File: src/rtl/ls_addr_pkg.sv
package ls_addr_pkg;

  typedef enum logic [1:0] {
    IDX_OFFSET = 2'd0,
    IDX_PRE    = 2'd1,
    IDX_POST   = 2'd2,
    IDX_RSVD   = 2'd3
  } idx_mode_e;

  // Logical left shift of a register offset; bits past the top are lost.
  function automatic logic [31:0] scale_offset(input logic [31:0] val,
                                               input logic [4:0]  amt);
    return val << amt;
  endfunction

  // Base adjusted by offset, modulo 2^32.
  function automatic logic [31:0] adjust_base(input logic [31:0] base,
                                              input logic [31:0] off,
                                              input logic        do_add);
    return do_add ? (base + off) : (base - off);
  endfunction

endpackage

File: src/rtl/ls_off_sel.sv
module ls_off_sel #(
  parameter int DW = 32,
  parameter int IW = 12,
  parameter int SW = 5
) (
  input  logic [IW-1:0] imm,
  input  logic [DW-1:0] rval,
  input  logic [SW-1:0] sh,
  input  logic          use_reg,
  output logic [DW-1:0] off
);
  import ls_addr_pkg::*;

  logic [DW-1:0] imm_ext;
  logic [DW-1:0] reg_scaled;

  generate
    if (IW < DW) begin : g_zext
      assign imm_ext = {{(DW-IW){1'b0}}, imm};
    end else begin : g_full
      assign imm_ext = imm[DW-1:0];
    end
  endgenerate

  assign reg_scaled = rval << sh;
  assign off        = use_reg ? reg_scaled : imm_ext;

endmodule

File: src/rtl/ls_adder.sv
module ls_adder #(
  parameter int DW = 32
) (
  input  logic [DW-1:0] base,
  input  logic [DW-1:0] off,
  input  logic          do_add,
  output logic [DW-1:0] sum
);
  assign sum = do_add ? (base + off) : (base - off);
endmodule

File: src/rtl/ls_wb_pick.sv
module ls_wb_pick #(
  parameter int DW = 32
) (
  input  ls_addr_pkg::idx_mode_e mode,
  input  logic [DW-1:0]          base,
  input  logic [DW-1:0]          sum,
  output logic [DW-1:0]          addr,
  output logic [DW-1:0]          nbase,
  output logic                   wb
);
  import ls_addr_pkg::*;

  always_comb begin
    unique case (mode)
      IDX_PRE: begin
        addr  = sum;
        nbase = sum;
        wb    = 1'b1;
      end
      IDX_POST: begin
        addr  = base;
        nbase = sum;
        wb    = 1'b1;
      end
      default: begin
        addr  = sum;
        nbase = base;
        wb    = 1'b0;
      end
    endcase
  end
endmodule

File: src/rtl/ls_addr_gen.sv
module ls_addr_gen #(
  parameter int DW = 32,
  parameter int IW = 12,
  parameter int SW = $clog2(DW)
) (
  input  logic          clk,
  input  logic          rst_n,
  input  logic          in_valid,
  input  logic [DW-1:0] base_in,
  input  logic [IW-1:0] imm_in,
  input  logic [DW-1:0] reg_in,
  input  logic [SW-1:0] shamt_in,
  input  logic          use_reg,
  input  logic          add_dir,
  input  logic [1:0]    mode_in,
  output logic          out_valid,
  output logic [DW-1:0] mem_addr,
  output logic [DW-1:0] base_next,
  output logic          wb_en
);
  import ls_addr_pkg::*;

  // Named intermediate results, visible to the checker.
  logic [DW-1:0] off_val;
  logic [DW-1:0] sum_val;
  logic [DW-1:0] pick_addr;
  logic [DW-1:0] pick_base;
  logic          pick_wb;
  idx_mode_e     mode_e;

  assign mode_e = idx_mode_e'(mode_in);

  ls_off_sel #(.DW(DW), .IW(IW), .SW(SW)) u_off (
    .imm(imm_in), .rval(reg_in), .sh(shamt_in), .use_reg(use_reg), .off(off_val)
  );

  ls_adder #(.DW(DW)) u_add (
    .base(base_in), .off(off_val), .do_add(add_dir), .sum(sum_val)
  );

  ls_wb_pick #(.DW(DW)) u_pick (
    .mode(mode_e), .base(base_in), .sum(sum_val),
    .addr(pick_addr), .nbase(pick_base), .wb(pick_wb)
  );

  always_ff @(posedge clk) begin
    if (!rst_n) begin
      out_valid <= 1'b0;
      wb_en     <= 1'b0;
      mem_addr  <= '0;
      base_next <= '0;
    end else begin
      out_valid <= in_valid;
      wb_en     <= in_valid & pick_wb;
      if (in_valid) begin
        mem_addr  <= pick_addr;
        base_next <= pick_base;
      end
    end
  end

endmodule

File: config.mk
export PLATFORM = sky130hd
export DESIGN_NAME = ls_addr_gen
export DESIGN_NICKNAME = d
export VERILOG_FILES = /design/src/rtl/ls_addr_pkg.sv /design/src/rtl/ls_off_sel.sv /design/src/rtl/ls_adder.sv /design/src/rtl/ls_wb_pick.sv /design/src/rtl/ls_addr_gen.sv
export SDC_FILE = /design/constraint.sdc
export NUM_CORES = 1
export LEC_CHECK = 0
export BUFFER_PORTS_ARGS = -buffer_cell sky130_fd_sc_hd__clkbuf_2
export CELL_PAD_IN_SITES_DETAIL_PLACEMENT = 0
export CELL_PAD_IN_SITES_GLOBAL_PLACEMENT = 2
export CORE_UTILIZATION = 25
export DETAILED_ROUTE_END_ITERATION = 7
export GPL_TIMING_DRIVEN = 1
export PLACE_DENSITY_LB_ADDON = 0.1
export SETUP_SLACK_MARGIN = 0.05
export SLEW_MARGIN = 10
export SYNTH_ARGS = -nofsm -noshare
export SYNTH_HDL_FRONTEND = slang
export SYNTH_SLANG_ARGS = --single-unit
File: constraint.sdc
create_clock -name clk -period 7.1 [get_ports clk]
set_clock_uncertainty 0.15 [all_clocks]
set_input_delay 1.065 -clock clk [delete_from_list [all_inputs] [get_ports clk]]
set_output_delay 1.065 -clock clk [all_outputs]
set_load 0.1 [all_outputs]
* Yosys cells after proc, flatten, opt, wreduce, memory -nomap -nowiden *
Index checks and enable logic that the tools add are counted.
W data, S select, Z words.

cells by class
  equal/unequal tests = 2
  reduce and logical (&&, ||, !) cells = 1
  shifts and indexed selects = 1
  bitwise logic cells = 1
  $add $sub $neg = 2
  multiplexer cells = 5

operators with widths
  cell                  count
  $mux W32              4
  $add A32 B32 Y32      1
  $shl A32 B5 Y32       1
  $sub A32 B32 Y32      1
  $eq A2 B1 Y1 const B  1
  $eq A2 B2 Y1 const B  1
  $reduce_or A2 Y1      1
  $and A1 B1 Y1         1
  $mux W1               1

storage, ports and cells
  bits of input ports = 88
  flip-flop bits (word level) = 66
  word-level logic and storage cells = 16
  output and inout port bits = 66

* Depth between registers and ports, before layout *
Gate-level depths: netlist of run 1.

  depth in word-level cells = 5
  gate-level depth with buffers = 24
  gate-level depth less buffers = 21

* Hierarchy *
Synthesis of run 1 repeated with hierarchy kept, for this count alone.

second synthesis, totals
  cells, all modules = 907
  area total of the unflattened synthesis = 8060.2 sq um

by module, submodules not included
  module       sequential area each (sq um)  area each (sq um)  cells an instance  times used
  ls_addr_gen  1321.3                        2524.9             211                1
  ls_adder     0.0                           2398.6             357                1
  ls_off_sel   0.0                           2058.2             264                1
  ls_wb_pick   0.0                           1078.5             75                 1

* Worst setup path before layout of run 1 *
No wires, ideal clock.

  kind = input-to-reg
  from = input port shamt_in[0]
  to = register base_next[31]
  cell stages on the path = 22
  path buffers = 3
  library setup time = 0.132 ns
  slack = 1.304 ns
  data arrival time = 5.515 ns
  required time = 6.818 ns
  path through = buf_6 buf_6 mux4_2 mux2_2 o211ai_2 o21a_2 nand4b_2 nor4_4 and2_1 nor2_1 xnor2_1 ha_1 clkbuf_1 and3_1 nand2_1 or4_1 nor4_1 o41a_1 o41ai_1 xnor3_1 a31oi_1 mux2i_1

on the way
  longest elaborated chain between the ends = 5
  elaborated cells on any way between the ends = 6
  those cells by class = 2 x add/sub; 1 x shift; 3 x mux

ends and longest elaborated chain
  what                                                         line               text
  start: declaration                                           ls_addr_gen.sv:12  input logic [SW-1:0] shamt_in,
  $shl A32 B5 Y32 (*)                                          ls_off_sel.sv:25   assign reg_scaled = rval << sh;
  $mux W32 (*)                                                 ls_off_sel.sv:26   assign off = use_reg ? reg_scaled : imm_ext;
  $sub A32 B32 Y32 / $add A32 B32 Y32 (equally long branches)  ls_adder.sv:9      assign sum = do_add ? (base + off) : (base - off);
  $mux W32 (*)                                                 ls_adder.sv:9
  $mux W32 (*)                                                 ls_wb_pick.sv:14   unique case (mode)
  end signal: assignment                                       ls_addr_gen.sv:57  base_next <= pick_base;
  end: declaration                                             ls_addr_gen.sv:18  output logic [DW-1:0] base_next,

Mark *: on every way between the ends. The rest lies on a longest branch, timed or not.
A chain may end at the register's enable or synchronous reset.

* Worst setup path after layout of run 1 *
  from = input port shamt_in[0]
  to = register mem_addr[31]

on the way
  longest elaborated chain between the ends = 5
  elaborated cells on any way between the ends = 6
  those cells by class = 2 x add/sub; 1 x shift; 3 x mux

ends and longest elaborated chain
  what                                                         line               text
  $shl A32 B5 Y32 (*)                                          ls_off_sel.sv:25
  $mux W32 (*)                                                 ls_off_sel.sv:26
  $sub A32 B32 Y32 / $add A32 B32 Y32 (equally long branches)  ls_adder.sv:9
  $mux W32 (*)                                                 ls_adder.sv:9
  $mux W32 (*)                                                 ls_wb_pick.sv:14
  end signal: assignment                                       ls_addr_gen.sv:56  mem_addr <= pick_addr;
  end: declaration                                             ls_addr_gen.sv:17  output logic [DW-1:0] mem_addr,

Marks and branches as above.

==> results of run 1 <==
worst max-delay path by stage:
stage	start	end	slack (ps)	depth (start not counted)
floorplan	shamt_in[0]	base_next[31]$_SDFFE_PN0P_	1300	22
global placement	shamt_in[0]	base_next[31]$_SDFFE_PN0P_	580	20
detailed placement	shamt_in[0]	mem_addr[31]$_SDFFE_PN0P_	590	21
CTS	shamt_in[0]	mem_addr[31]$_SDFFE_PN0P_	920	21
global route	shamt_in[0]	base_next[31]$_SDFFE_PN0P_	390	21
finish	shamt_in[0]	mem_addr[31]$_SDFFE_PN0P_	900	21
per-layer routing:
metal / share of wire [%] / track usage, % / routed length (um)
met1: 49 / 26.03 / 14190
met2: 44 / 29.91 / 12720
met3: 3.8 / 2.132 / 1080
met4: 2.4 / 5.978 / 694
met5: 0 / 0 / 0
placed cells by master (no fill, tap or decap), types with 34 or more instances in the layout:
master | synthesis | final
clkbuf_2 | 1 | 152
nand2_1 | 121 | 121
nor2_1 | 104 | 104
a21oi_1 | 71 | 71
dfxtp_1 | 66 | 66
o21ai_0 | 58 | 58
mux2i_1 | 40 | 40
ha_1 | 38 | 38
xnor2_1 | 34 | 34
through the flow:
step	setup slack [ps]	util, %	instances
floorplan	1304	-	950
global placement	581.9	29.82	1454
detailed placement	590.5	29.82	1454
CTS	919.0	30.76	1470
global route	394.0	30.76	1470
finish	903.0	30.76	1470
area by class of cell:
type | count | area [um^2] | area share [%]
clock buffer | 11 | 242.7 | 2.713
multi-input combinational | 800 | 5769 | 64.47
sequential | 66 | 1321 | 14.77
timing repair buffer | 185 | 1033 | 11.55
inverter | 19 | 71.32 | 0.7970
tap | 384 | 480.5 | 5.369
clock inverter | 5 | 30.03 | 0.3356
state kept, by name (all words and copies together) (netlist names):
signal     count
wb_en          1
mem_addr      32
base_next     32
out_valid      1
worst max-delay path: cells and delay by family:
family                     cells  cell delay (ps)
muxes                          3             1070
adders and majority gates      1              360
AOI/OAI and AO/OA              4              750
buffers and inverters          2              330
xor gates and xnor gates       2              580
and+or+nand+nor                9             2070
logic make-up (layout without fill, tap and decap cells):
group | count (synthesis) | count (layout) | share of synthesized area, %
DFF | 66 | 66 | 17.67
AOI/OAI and AO/OA | 286 | 286 | 25.46
xor gates and xnor gates | 58 | 58 | 6.979
buffers and inverters | 84 | 220 | 5.155
muxes | 88 | 88 | 17.46
and+or+nand+nor | 329 | 329 | 20.65
adders and majority gates | 39 | 39 | 6.628
report_power, final:
group	total, mW	internal (mW)	switching (mW)
logic	1.15	0.352	0.795
clock network	0.419	0.244	0.175
registers	0.439	0.414	0.0252
==> results.cfg, run 1 <==
[outcome]
run_status = finished, final reports clean

[cts]
cts-htree-levels = 3
cts-resized-gates = 0
insertion_delay_ps = 330
numCtsBuffers = 9
cts_hold_buf = 0
clock_path_buffers = 2
path_clk_slew_ps = 60
cts_tree = yes
cts_root_buf = clkbuf_16
cts.sinks = 66
post_cts_buffers = 0

[global_route]
grt_max_degree = 94
grt_pass1_vias = 7453
grtUsageTotal_pct = 18.68
overflow = 0
antenna_found_initial = 0
grt_pass1_wl_um = 44370

[synthesis]
synth_seq_cells = 66
ys_types = 87
yosys.area.top_type = dfxtp_1
netlist_instances = 950
ys_warn_count = 0
ys_top_cells_by_count = nand2_1, nor2_1, a21oi_1
synth.area.top_cells = dfxtp_1, mux4_2, ha_1
async_flop_share_pct = 0
synthFlopType = dfxtp_1
syn_area_per_cell_um2 = 7.869
synth-edff-count = 0
synth.most_common_cell = nand2_1
syn_area_mm2 = 0.007476
synth-seq-area-share_pct = 17.67
syn_nets = 1077
synth_top_area_share_pct = 17.67

[timing]
tns_ps = 0
timing_hold_violations_final = 0
slew-limit-headroom_pct = 32.16
holdWs_ps = 328.8
rsz0062_at_grt = no
worst_slew_pin_slew_ps = 1017
finalCritPeriodShare_pct = 87.28
max_freq_mhz = 161.4
drv_slew = 0
setup_viol = 0
period_needed_ps = 6197

[place]
place.gp.congestion = 0.8643
port_buffers = 153
placed_cell_area_mm2 = 0.008676
dpl.hpwl_um = 23120

[setup_path]
crit_fanout = 35
timing.rr.end = base_next[10]$_SDFFE_PN0P_
path_cells = clkbuf_2, buf_12, mux4_2, mux2_2, nand2b_1, a211oi_1, nand4b_2, nor4_4, and3_1, and2_1, nor2_1, xnor2_1, ha_1, nand2_1, or4_1, nor4_1, o41a_1, o41ai_1, xnor3_1, a31oi_1, mux2i_1
rrSetupSlack_ps = 6190
r2r-start = base_next[10]$_SDFFE_PN0P_
startpoint_type = input port
worstSetupPathType = input port to flip-flop
worstPathArrival_ps = 6260
cp_slowest_stage_delay_ps = 670
end_kind = flip-flop
worstRegToRegCells = 2
crit_slowest_cell = mux4_2
cp.required_ps = 7160

[layout]
layout-drive-gt1-share_pct = 24.49
area_growth_pct = 19.70
antennaDiodeCount = 0
final_nets = 1208
final_area_mm2 = 0.008949
fill_cells = 3195

[die]
core_mm2 = 0.02909
fp.dieH_um = 174.9
num_rows = 62
floorplan.die.width_um = 174.9
start_util_pct = 25.70
ios = 154
design.die.area_mm2 = 0.03060

[worst_hold_path]
hold_class = flip-flop to flip-flop
hold_start = mem_addr[9]$_SDFFE_PN0P_
hold_end = mem_addr[9]$_SDFFE_PN0P_
min_path_cells = 2

[routing]
postRouteAntennaNets = 0
vias = 7601
post_drt_wl_per_cell_um = 19.51
routed_wl_um = 28690
drtIter0Drc = 419
drc = 0
vias_per_cell = 5.171
dr.pass1.iters = 5

[power_and_ir_drop]
total_power_mw = 2.005
leakage_nw = 3.837
peakVddDrop_mv = 0.08865
power_density_mw_per_mm2 = 224.1

[job]
maxCapViolCount = 0
(Power assumes the default switching activity.)
==> run 2, diff against run 1 <==
==> constraint.sdc (replaced) <==
create_clock -name clk -period 7.1 [get_ports clk]
set_clock_uncertainty 0.15 [all_clocks]
set_input_delay 1.42 -clock clk [delete_from_list [all_inputs] [get_ports clk]]
set_output_delay 1.42 -clock clk [all_outputs]
set_load 0.1 [all_outputs]
==> run 2 against run 1 <==
Effect of this change:
- clock power grew 18%
- wire length decreased by 1.1%
- clock-buffer cell count is the same
- via count barely moved
- combinational power barely moved
- non-clock buffer count grew 7
- worst setup slack got worse by 350 ps
- final cell count increased by 0.48%
- die area stayed put
==> results.cfg, run 2 (synthesized netlist as in run 1, its figures left out) <==
[place]
port_buffers = 153
dpl.hpwl_um = 22850
place.gp.congestion = 0.8586

[die]
start_util_pct = 25.70
fp.dieH_um = 174.9
num_rows = 62
design.die.area_mm2 = 0.03060
floorplan.die.width_um = 174.9
ios = 154
core_mm2 = 0.02909

[job]
maxCapViolCount = 0

[routing]
vias_per_cell = 5.145
postRouteAntennaNets = 0
vias = 7599
drtIter0Drc = 406
drc = 0
routed_wl_um = 28380
post_drt_wl_per_cell_um = 19.22
dr.pass1.iters = 4

[timing]
setup_viol = 0
finalCritPeriodShare_pct = 92.28
tns_ps = 0
worst_slew_pin_slew_ps = 998.3
rsz0062_at_grt = no
max_freq_mhz = 152.6
slew-limit-headroom_pct = 33.45
period_needed_ps = 6552
drv_slew = 0
timing_hold_violations_final = 0

[setup_path]
startpoint_type = input port
end_kind = flip-flop
path_cells = clkbuf_2, buf_12, mux2_1, a222oi_1, buf_4, o22ai_1, a31oi_1, nand4_1, nor4_4, and3_1, and2_1, nor2_1, xnor2_1, ha_1, nand2_1, o21bai_1, o31ai_1, o41a_1, o41ai_1, xnor3_1, a31oi_1, mux2i_1
worstPathArrival_ps = 6580
crit_slowest_cell = a222oi_1
crit_fanout = 35
cp.required_ps = 7130
cp_slowest_stage_delay_ps = 510
worstSetupPathType = input port to flip-flop
path_buf_inv = 3
cp_top_family = compound AO/OA/AOI/OAI gates
crit_top_cell = a31oi_1

[cts]
clock_path_buffers = 2
cts_tree = yes
cts-htree-levels = 3
path_clk_slew_ps = 60
numCtsBuffers = 9
cts.sinks = 66
insertion_delay_ps = 330
cts_root_buf = clkbuf_16
post_cts_buffers = 0

[global_route]
grtUsageTotal_pct = 18.56
met3_usage_pct = 1.828
antenna_found_initial = 0
overflow = 0
grt_pass1_wl_um = 44440
use_met2_pct = 28.98
grt_pass1_vias = 7624
grtUsageMet1_pct = 25.95
grt_max_degree = 96
busiest_layer = met2

[layout]
fill_cells = 3212
final_nets = 1215
final_common_cell = clkbuf_2
layout-drive-gt1-share_pct = 25.16
top_regs = base_next (32), mem_addr (32)
final_cell_mix = clkbuf_2, nand2_1, nor2_1
antennaDiodeCount = 0
area_growth_pct = 21.46

[power_and_ir_drop]
leakage_nw = 3.903
power_density_mw_per_mm2 = 229.2
peakVddDrop_mv = 0.09694
total_power_mw = 2.081

[outcome]
run_status = finished, final reports clean

[worst_hold_path]
hold_class = flip-flop to flip-flop
==> run 2: worst min-delay path, cell delays in order, from the launching register on <==
cell,delay (ps)
dfxtp_1,310
nor2_1,80
a311oi_1,50
==> run 2: worst paths after layout <==
kind,slack (ps),depth (start not counted),start,endpoint
hold reg to reg,330,2,mem_addr[4]$_SDFFE_PN0P_,mem_addr[4]$_SDFFE_PN0P_
setup / recovery,550,22,shamt_in[0],base_next[31]$_SDFFE_PN0P_
setup reg to reg,6190,2,base_next[9]$_SDFFE_PN0P_,base_next[9]$_SDFFE_PN0P_
hold / removal,330,2,mem_addr[4]$_SDFFE_PN0P_,mem_addr[4]$_SDFFE_PN0P_
==> run 2: where the power goes <==
| group | switching (mW) | internal, mW |
|---|---|---|
| Clock | 0.176 | 0.316 |
| Combinational | 0.794 | 0.356 |
| Sequential | 0.0242 | 0.414 |
| Total | 0.995 | 1.09 |
==> run 2: per-stage QoR <==
stage / cells / worst slack (ps) / hold WS [ps] / utilization [%] / cell area [um^2]
after floorplan: 950 / 948.7 / 734.0 / - / 7476
after global placement: 1461 / 187.0 / 331.5 / 30.05 / 8741
after detailed placement: 1461 / 141.1 / 329.4 / 30.05 / 8741
after CTS: 1477 / 475.5 / 337.2 / 31.15 / 9061
after global routing: 1477 / 71.58 / 353.4 / 31.21 / 9080
final: 1477 / 548.3 / 333.3 / 31.21 / 9080
==> run 2: routing by layer <==
layer,routed length (um),vias up
met5,0,-
met4,956,0
met3,828,39
met2,12410,173
met1,14190,3595
li1,-,3792
==> run 2: layout make-up <==
cell class,count,area [um^2],area share (%)
Inverter,19,71.32,0.7854
Clock inverter,5,77.57,0.8543
Timing Repair Buffer,192,1099,12.10
Clock buffer,11,242.7,2.673
Sequential cell,66,1321,14.55
Multi-Input combinational cell,800,5788,63.75
Tap cell,384,480.5,5.291
==> run 2: repair_timing <==
action / 4_1_cts / 5_1_grt
endpoints found under the setup margin: 0 / 2
hold buffers: 0 / 0
gates resized for setup: 0 / 3
